File: src/rtl/hsync_pkg.sv
package hsync_pkg;

  // standard select codes
  typedef enum logic [1:0] {
    STD_NTSC = 2'd0,
    STD_SQP  = 2'd1,
    STD_PAL  = 2'd2,
    STD_ALT  = 2'd3
  } lineStd_e;

  // strobes from control to datapath
  typedef struct packed {
    logic cntClr;   // restart horizontal counter
    logic cfgLoad;  // copy register inputs into working set
  } hsStrobe_t;

endpackage

File: src/rtl/hsync_ctrl.sv
module hsync_ctrl
  import hsync_pkg::*;
#(
  parameter int DATA_W = 8,
  parameter int HBIT   = 4,
  parameter int PRE_N  = 3
) (
  input  logic              clk,
  input  logic              rstN,
  input  logic [DATA_W-1:0] vidData,
  input  logic              lineEnd,
  output hsStrobe_t         strb
);

  localparam logic [DATA_W-1:0] SYNC_ONES  = {DATA_W{1'b1}};
  localparam logic [DATA_W-1:0] SYNC_ZEROS = '0;

  // histQ[0] is the previous byte, histQ[PRE_N-1] the oldest
  logic [DATA_W-1:0] histQ [PRE_N];
  logic [PRE_N-1:0]  preMatch;
  logic              eavHit;

  always_ff @(posedge clk or negedge rstN) begin
    if (!rstN) begin
      for (int i = 0; i < PRE_N; i++) histQ[i] <= '0;
    end else begin
      histQ[0] <= vidData;
      for (int i = 1; i < PRE_N; i++) histQ[i] <= histQ[i-1];
    end
  end

  // preamble: oldest byte all ones, the rest all zeros
  genvar g;
  generate
    for (g = 0; g < PRE_N; g++) begin : gPre
      if (g == PRE_N - 1) begin : gOnes
        assign preMatch[g] = (histQ[g] == SYNC_ONES);
      end else begin : gZeros
        assign preMatch[g] = (histQ[g] == SYNC_ZEROS);
      end
    end
  endgenerate

  // only the H flag of the status byte matters
  assign eavHit = (&preMatch) && vidData[HBIT];

  always_comb begin
    strb.cntClr  = eavHit || lineEnd;
    strb.cfgLoad = eavHit || lineEnd;
  end

endmodule

File: src/rtl/hsync_dp.sv
module hsync_dp
  import hsync_pkg::*;
#(
  parameter int   CNT_W      = 11,
  parameter int   NTSC_TOTAL = 1716,
  parameter int   SQP_TOTAL  = 1560,
  parameter int   PAL_TOTAL  = 1728,
  parameter int   HSB_DEF    = 2,
  parameter int   HSE_DEF    = 0,
  parameter logic INV_DEF    = 1'b0
) (
  input  logic             clk,
  input  logic             rstN,
  input  hsStrobe_t        strb,
  input  logic [1:0]       cfgStd,
  input  logic [CNT_W-1:0] cfgBegin,
  input  logic [CNT_W-1:0] cfgEnd,
  input  logic             cfgInv,
  output logic             lineEnd,
  output logic [CNT_W-1:0] lineCnt,
  output logic [CNT_W-1:0] lineTot,
  output logic [CNT_W-1:0] hsbAct,
  output logic [CNT_W-1:0] hseAct,
  output logic             invAct,
  output logic             hsOut
);

  localparam logic [CNT_W-1:0] TOT_NTSC = CNT_W'(NTSC_TOTAL);
  localparam logic [CNT_W-1:0] TOT_SQP  = CNT_W'(SQP_TOTAL);
  localparam logic [CNT_W-1:0] TOT_PAL  = CNT_W'(PAL_TOTAL);
  localparam logic [CNT_W-1:0] HSB_RST  = CNT_W'(HSB_DEF);
  localparam logic [CNT_W-1:0] HSE_RST  = CNT_W'(HSE_DEF);

  logic [1:0] stdAct;
  logic       inWin;

  // working register set, refreshed only on restart
  always_ff @(posedge clk or negedge rstN) begin
    if (!rstN) begin
      hsbAct <= HSB_RST;
      hseAct <= HSE_RST;
      invAct <= INV_DEF;
      stdAct <= STD_NTSC;
    end else if (strb.cfgLoad) begin
      hsbAct <= cfgBegin;
      hseAct <= cfgEnd;
      invAct <= cfgInv;
      stdAct <= cfgStd;
    end
  end

  always_comb begin
    case (stdAct)
      STD_SQP: lineTot = TOT_SQP;
      STD_PAL: lineTot = TOT_PAL;
      default: lineTot = TOT_NTSC;
    endcase
  end

  // horizontal position counter
  always_ff @(posedge clk or negedge rstN) begin
    if (!rstN)             lineCnt <= '0;
    else if (strb.cntClr)  lineCnt <= '0;
    else                   lineCnt <= lineCnt + 1'b1;
  end

  assign lineEnd = (lineCnt == lineTot - 1'b1);

  // window compare, wrapping when end precedes begin
  always_comb begin
    if (hsbAct <= hseAct) inWin = (lineCnt >= hsbAct) && (lineCnt < hseAct);
    else                  inWin = (lineCnt >= hsbAct) || (lineCnt < hseAct);
  end

  assign hsOut = inWin ^ invAct;

endmodule

File: src/rtl/hsync_gen.sv
module hsync_gen #(
  parameter int   DATA_W     = 8,
  parameter int   CNT_W      = 11,
  parameter int   HBIT       = 4,
  parameter int   NTSC_TOTAL = 1716,
  parameter int   SQP_TOTAL  = 1560,
  parameter int   PAL_TOTAL  = 1728,
  parameter int   HSB_DEF    = 2,
  parameter int   HSE_DEF    = 0,
  parameter logic INV_DEF    = 1'b0
) (
  input  logic              clk,
  input  logic              rstN,
  input  logic [DATA_W-1:0] vidData,
  input  logic [1:0]        stdSel,
  input  logic [CNT_W-1:0]  cfgBegin,
  input  logic [CNT_W-1:0]  cfgEnd,
  input  logic              cfgInv,
  output logic              hsOut
);

  hsync_pkg::hsStrobe_t strb;
  logic             lineEnd;
  logic [CNT_W-1:0] lineCnt;
  logic [CNT_W-1:0] lineTot;
  logic [CNT_W-1:0] hsbAct;
  logic [CNT_W-1:0] hseAct;
  logic             invAct;

  hsync_ctrl #(
    .DATA_W (DATA_W),
    .HBIT   (HBIT),
    .PRE_N  (3)
  ) u_ctrl (
    .clk     (clk),
    .rstN    (rstN),
    .vidData (vidData),
    .lineEnd (lineEnd),
    .strb    (strb)
  );

  hsync_dp #(
    .CNT_W      (CNT_W),
    .NTSC_TOTAL (NTSC_TOTAL),
    .SQP_TOTAL  (SQP_TOTAL),
    .PAL_TOTAL  (PAL_TOTAL),
    .HSB_DEF    (HSB_DEF),
    .HSE_DEF    (HSE_DEF),
    .INV_DEF    (INV_DEF)
  ) u_dp (
    .clk      (clk),
    .rstN     (rstN),
    .strb     (strb),
    .cfgStd   (stdSel),
    .cfgBegin (cfgBegin),
    .cfgEnd   (cfgEnd),
    .cfgInv   (cfgInv),
    .lineEnd  (lineEnd),
    .lineCnt  (lineCnt),
    .lineTot  (lineTot),
    .hsbAct   (hsbAct),
    .hseAct   (hseAct),
    .invAct   (invAct),
    .hsOut    (hsOut)
  );

endmodule

File: config.mk
export PLATFORM = sky130hd
export DESIGN_NAME = hsync_gen
export DESIGN_NICKNAME = d
export VERILOG_FILES = /design/src/rtl/hsync_pkg.sv /design/src/rtl/hsync_ctrl.sv /design/src/rtl/hsync_dp.sv /design/src/rtl/hsync_gen.sv
export SDC_FILE = /design/constraint.sdc
export NUM_CORES = 1
export LEC_CHECK = 0
export BUFFER_PORTS_ARGS = -buffer_cell sky130_fd_sc_hd__buf_2
export CAP_MARGIN = 10
export CORE_MARGIN = 5
export CORE_UTILIZATION = 27
export DETAILED_ROUTE_END_ITERATION = 16
export RECOVER_POWER = 100
export REMOVE_ABC_BUFFERS = 1
export SYNTH_ARGS = -nofsm -noshare
export SYNTH_HDL_FRONTEND = slang
export SYNTH_SLANG_ARGS = --single-unit
File: constraint.sdc
create_clock -name clk -period 3.6 [get_ports clk]
set_clock_uncertainty 0.15 [all_clocks]
set_input_delay 0.54 -clock clk [delete_from_list [all_inputs] [get_ports clk]]
set_output_delay 0.54 -clock clk [all_outputs]
set_load 0.03 [all_outputs]
==> impl_metrics.env <==
export IMPL_status="finished with violations"
export IMPL_rrSetupSlack_ns=0.71
export IMPL_fin_area_sq_um=3545
export IMPL_finalCritPeriodShare_pct=88.18
export IMPL_pwr_share_clk_pct=49.6
export IMPL_rsz0062_at_grt="no"
export IMPL_cts_sinks=60
export IMPL_setup_viol=0
export IMPL_syn_inst=247
export IMPL_gp_congestion=0.8034
export IMPL_p_total_uw=1641
export IMPL_leakagePower_uw=0.001682
export IMPL_ys_seq_elements=60
export IMPL_r2r_start="u_ctrl.histQ[18]"
export IMPL_drt_iter0_markers=40
export IMPL_route_detailed_drc=0
export IMPL_start_util_pct=27.36
export IMPL_drt_pre_antenna_iters=4
export IMPL_r2r_end="u_dp.hsbAct[10]"
export IMPL_via_per_inst=4.380
export IMPL_fin_crit_ns=3.174
export IMPL_seqPwrFrac_pct=43.8
export IMPL_drv_cap=1
export IMPL_die_w_um=114.6
export IMPL_start_kind="register"
export IMPL_fp_row_count=38
export IMPL_antenna_found_initial=0
export IMPL_hold_viol=0
export IMPL_timing_fmax_mhz=315.0
export IMPL_layout_drive_gt1_share_pct=25.93
export IMPL_syn_area_sq_um=2953
export IMPL_layout_cells_most_common="dfrtp_1"
export IMPL_swShare_pct=20.66
export IMPL_core_region_area_sq_um=10790
export IMPL_top_layer_used="met4"
export IMPL_multiInputGateArea_sq_um=1319
export IMPL_port_buffer_count=35
export IMPL_antenna_left=0
export IMPL_ff2ff_path_depth=6
export IMPL_route_met3_wl_um=277
export IMPL_slew_headroom_pct=-50.87
export IMPL_dp_hpwl_mm=4.196
export IMPL_slew_violations=45
export IMPL_io_pins=36
export IMPL_p_comb_share_pct=6.6
export IMPL_postCtsSetupBuffers=0
export IMPL_wl_met1_mm=2.692
export IMPL_internal_power_uw=1302
export IMPL_crit_path_max_fanout=6
export IMPL_grt_usage_pct=9.384
export IMPL_dr_wl_met2_mm=2.338
export IMPL_cp_required_ns=2.91
export IMPL_grt_pass1_vias=1967
export IMPL_ys_seq_area_share_pct=50.89
export IMPL_crit_end="hsOut"
export IMPL_placed_area_sq_um=3281
export IMPL_tightest_slew_ns=2.263
export IMPL_cts_tree="yes"
export IMPL_arrival_ns=2.48
export IMPL_vias=1914
export IMPL_cts_repair_resized=0
export IMPL_whs_path_depth=1
export IMPL_violations="capacitance limit, slew limit"
export IMPL_cts_root_buf="clkbuf_8"
export IMPL_crit_start="u_dp.lineCnt[2]"
export IMPL_wire_per_inst_um=12.41
export IMPL_utilization_pct=32.84
export IMPL_synth_cell_type_count=31
export IMPL_regArea_sq_um=1503
export IMPL_numCtsBuffers=9
export IMPL_avgSynthCellArea_sq_um=11.95
export IMPL_grt_max_degree=45
export IMPL_n_antenna_cell=0
export IMPL_grt_overflow_total=0
export IMPL_tns_ns=0
export IMPL_clk_pin_slew_worst_paths_ns=0.07
export IMPL_power_density_nw_per_um2=462.9
export IMPL_cts_htree_levels=3
export IMPL_ys_warn_count=0
export IMPL_dieArea_sq_um=13130
export IMPL_hold_path_class="in2reg"
export IMPL_p_switching_uw=339.0
export IMPL_insertion_delay_ns=0.34
export IMPL_vdd_drop_max_uv=139.7
export IMPL_cts_buffer_depth=2
export IMPL_grt_first_pass_wirelength_mm=9.604
export IMPL_area_growth_pct=20.04
export IMPL_wirelength_mm=5.421
export IMPL_holdBufCountCts=0
export IMPL_num_nets_final=363
export IMPL_most_common_layout_cells="59 x dfrtp_1, 36 x ha_1, 33 x buf_2"
export IMPL_critPathKind="reg2out"
export IMPL_cp_end_kind="primary output"
export IMPL_n_fill_cell=1088
export IMPL_die_y_um=114.6
[synthesized netlist by cell type]
cell type  instances  area (sq um)
ha_1              36         450.4
and2_1             1         6.260
nand2_1            9         33.78
xor2_1             8         70.07
buf_8              2         30.03
a31oi_1            1         6.260
nor4_1             2         12.51
o311ai_0           1         8.760
or4_1              1         7.510
a21o_1             5         37.54
nand3_1            8         40.04
nand4b_1           1         8.760
nor2b_1            2         12.51
buf_4              1         7.510
o21ai_0            6         30.03
nor3_1             2         10.01
nor2_1            17         63.81
o22ai_4            1         20.02
xnor2_1            5         43.79
and4b_1            1         10.01
a21oi_1           11         55.05
dfrtp_1           59          1476
mux2_2            25         281.5
inv_1             25         93.84
dfstp_2            1         26.28
nor4b_1            1         8.760
a211oi_1           2         15.01
nand2b_1           1         6.260
o31ai_1            1         7.510
maj3_1             1         10.01
nand4_1           10         62.56
[through the flow]
stage | hold slack (ns) | std cells | worst slack (ns)
2_1_floorplan | 0.09441 | 244 | 0.7671
3_3_place_gp | 0.2022 | 421 | 0.8457
3_5_place_dp | 0.2046 | 421 | 0.7667
4_1_cts | 0.1376 | 437 | 0.3857
5_1_grt | 0.1327 | 437 | 0.2264
6_report | 0.1558 | 437 | 0.4257
[registers in the layout, indices dropped and copies added (netlist names)]
register      cells
u_dp.hsbAct      11
u_ctrl.histQ     24
u_dp.lineCnt     11
u_dp.invAct       1
u_dp.hseAct      11
u_dp.stdAct       2
[cell type report]
class                           instances  area share, %
Clock inverter                          6          3.812
Timing Repair Buffer                   37          5.118
Tap cell                              140          4.942
Inverter                               25          2.647
Clock buffer                           10          3.883
Sequential cell                        60          42.39
Multi-Input combinational cell        159          37.20
[logic make-up after synthesis]
logic type,Yosys count,synth area share (%)
DFF,60,50.89
and+or+nand+nor,56,9.577
adders and majority gates,37,15.59
AOI/OAI and AO/OA,28,6.102
buffers and inverters,28,4.449
muxes,25,9.534
xor gates and xnor gates,13,3.856
[power groups by stage]
stage,logic (uW),clock network [uW],registers (uW)
floorplan,63.0,0,726
global placement,109,0,731
detailed placement,111,0,733
CTS,112,839,720
global route,127,871,723
finish,108,814,719
[worst min path at each step]
stage	startpoint	to	slack (ns)
3_3_place_gp	u_ctrl.histQ[20]	u_ctrl.histQ[12]	0.20
5_1_grt	vidData[2]	u_ctrl.histQ[18]	0.13
3_5_place_dp	u_ctrl.histQ[21]	u_ctrl.histQ[13]	0.20
4_1_cts	vidData[6]	u_ctrl.histQ[22]	0.14
2_1_floorplan	rstN	u_ctrl.histQ[0]	0.09
6_report	vidData[0]	u_ctrl.histQ[16]	0.16
[critical path, cell delays in order, from the launching register on]
cell and delay (ns):
dfrtp_1 0.46, ha_1 0.34, a21oi_1 0.14, o21ai_0 0.09, a31oi_1 0.17, o311ai_0 0.17, maj3_1 0.42, xnor2_1 0.14
buf_2 0.21
[per-layer routing]
layer	global-route usage, %	vias to the layer above
met2	13.04	31
met1	12.81	918
met5	0	-
met3	3.594	9
li1	-	956
met4	4.276	0
(Power assumes the default switching activity.)
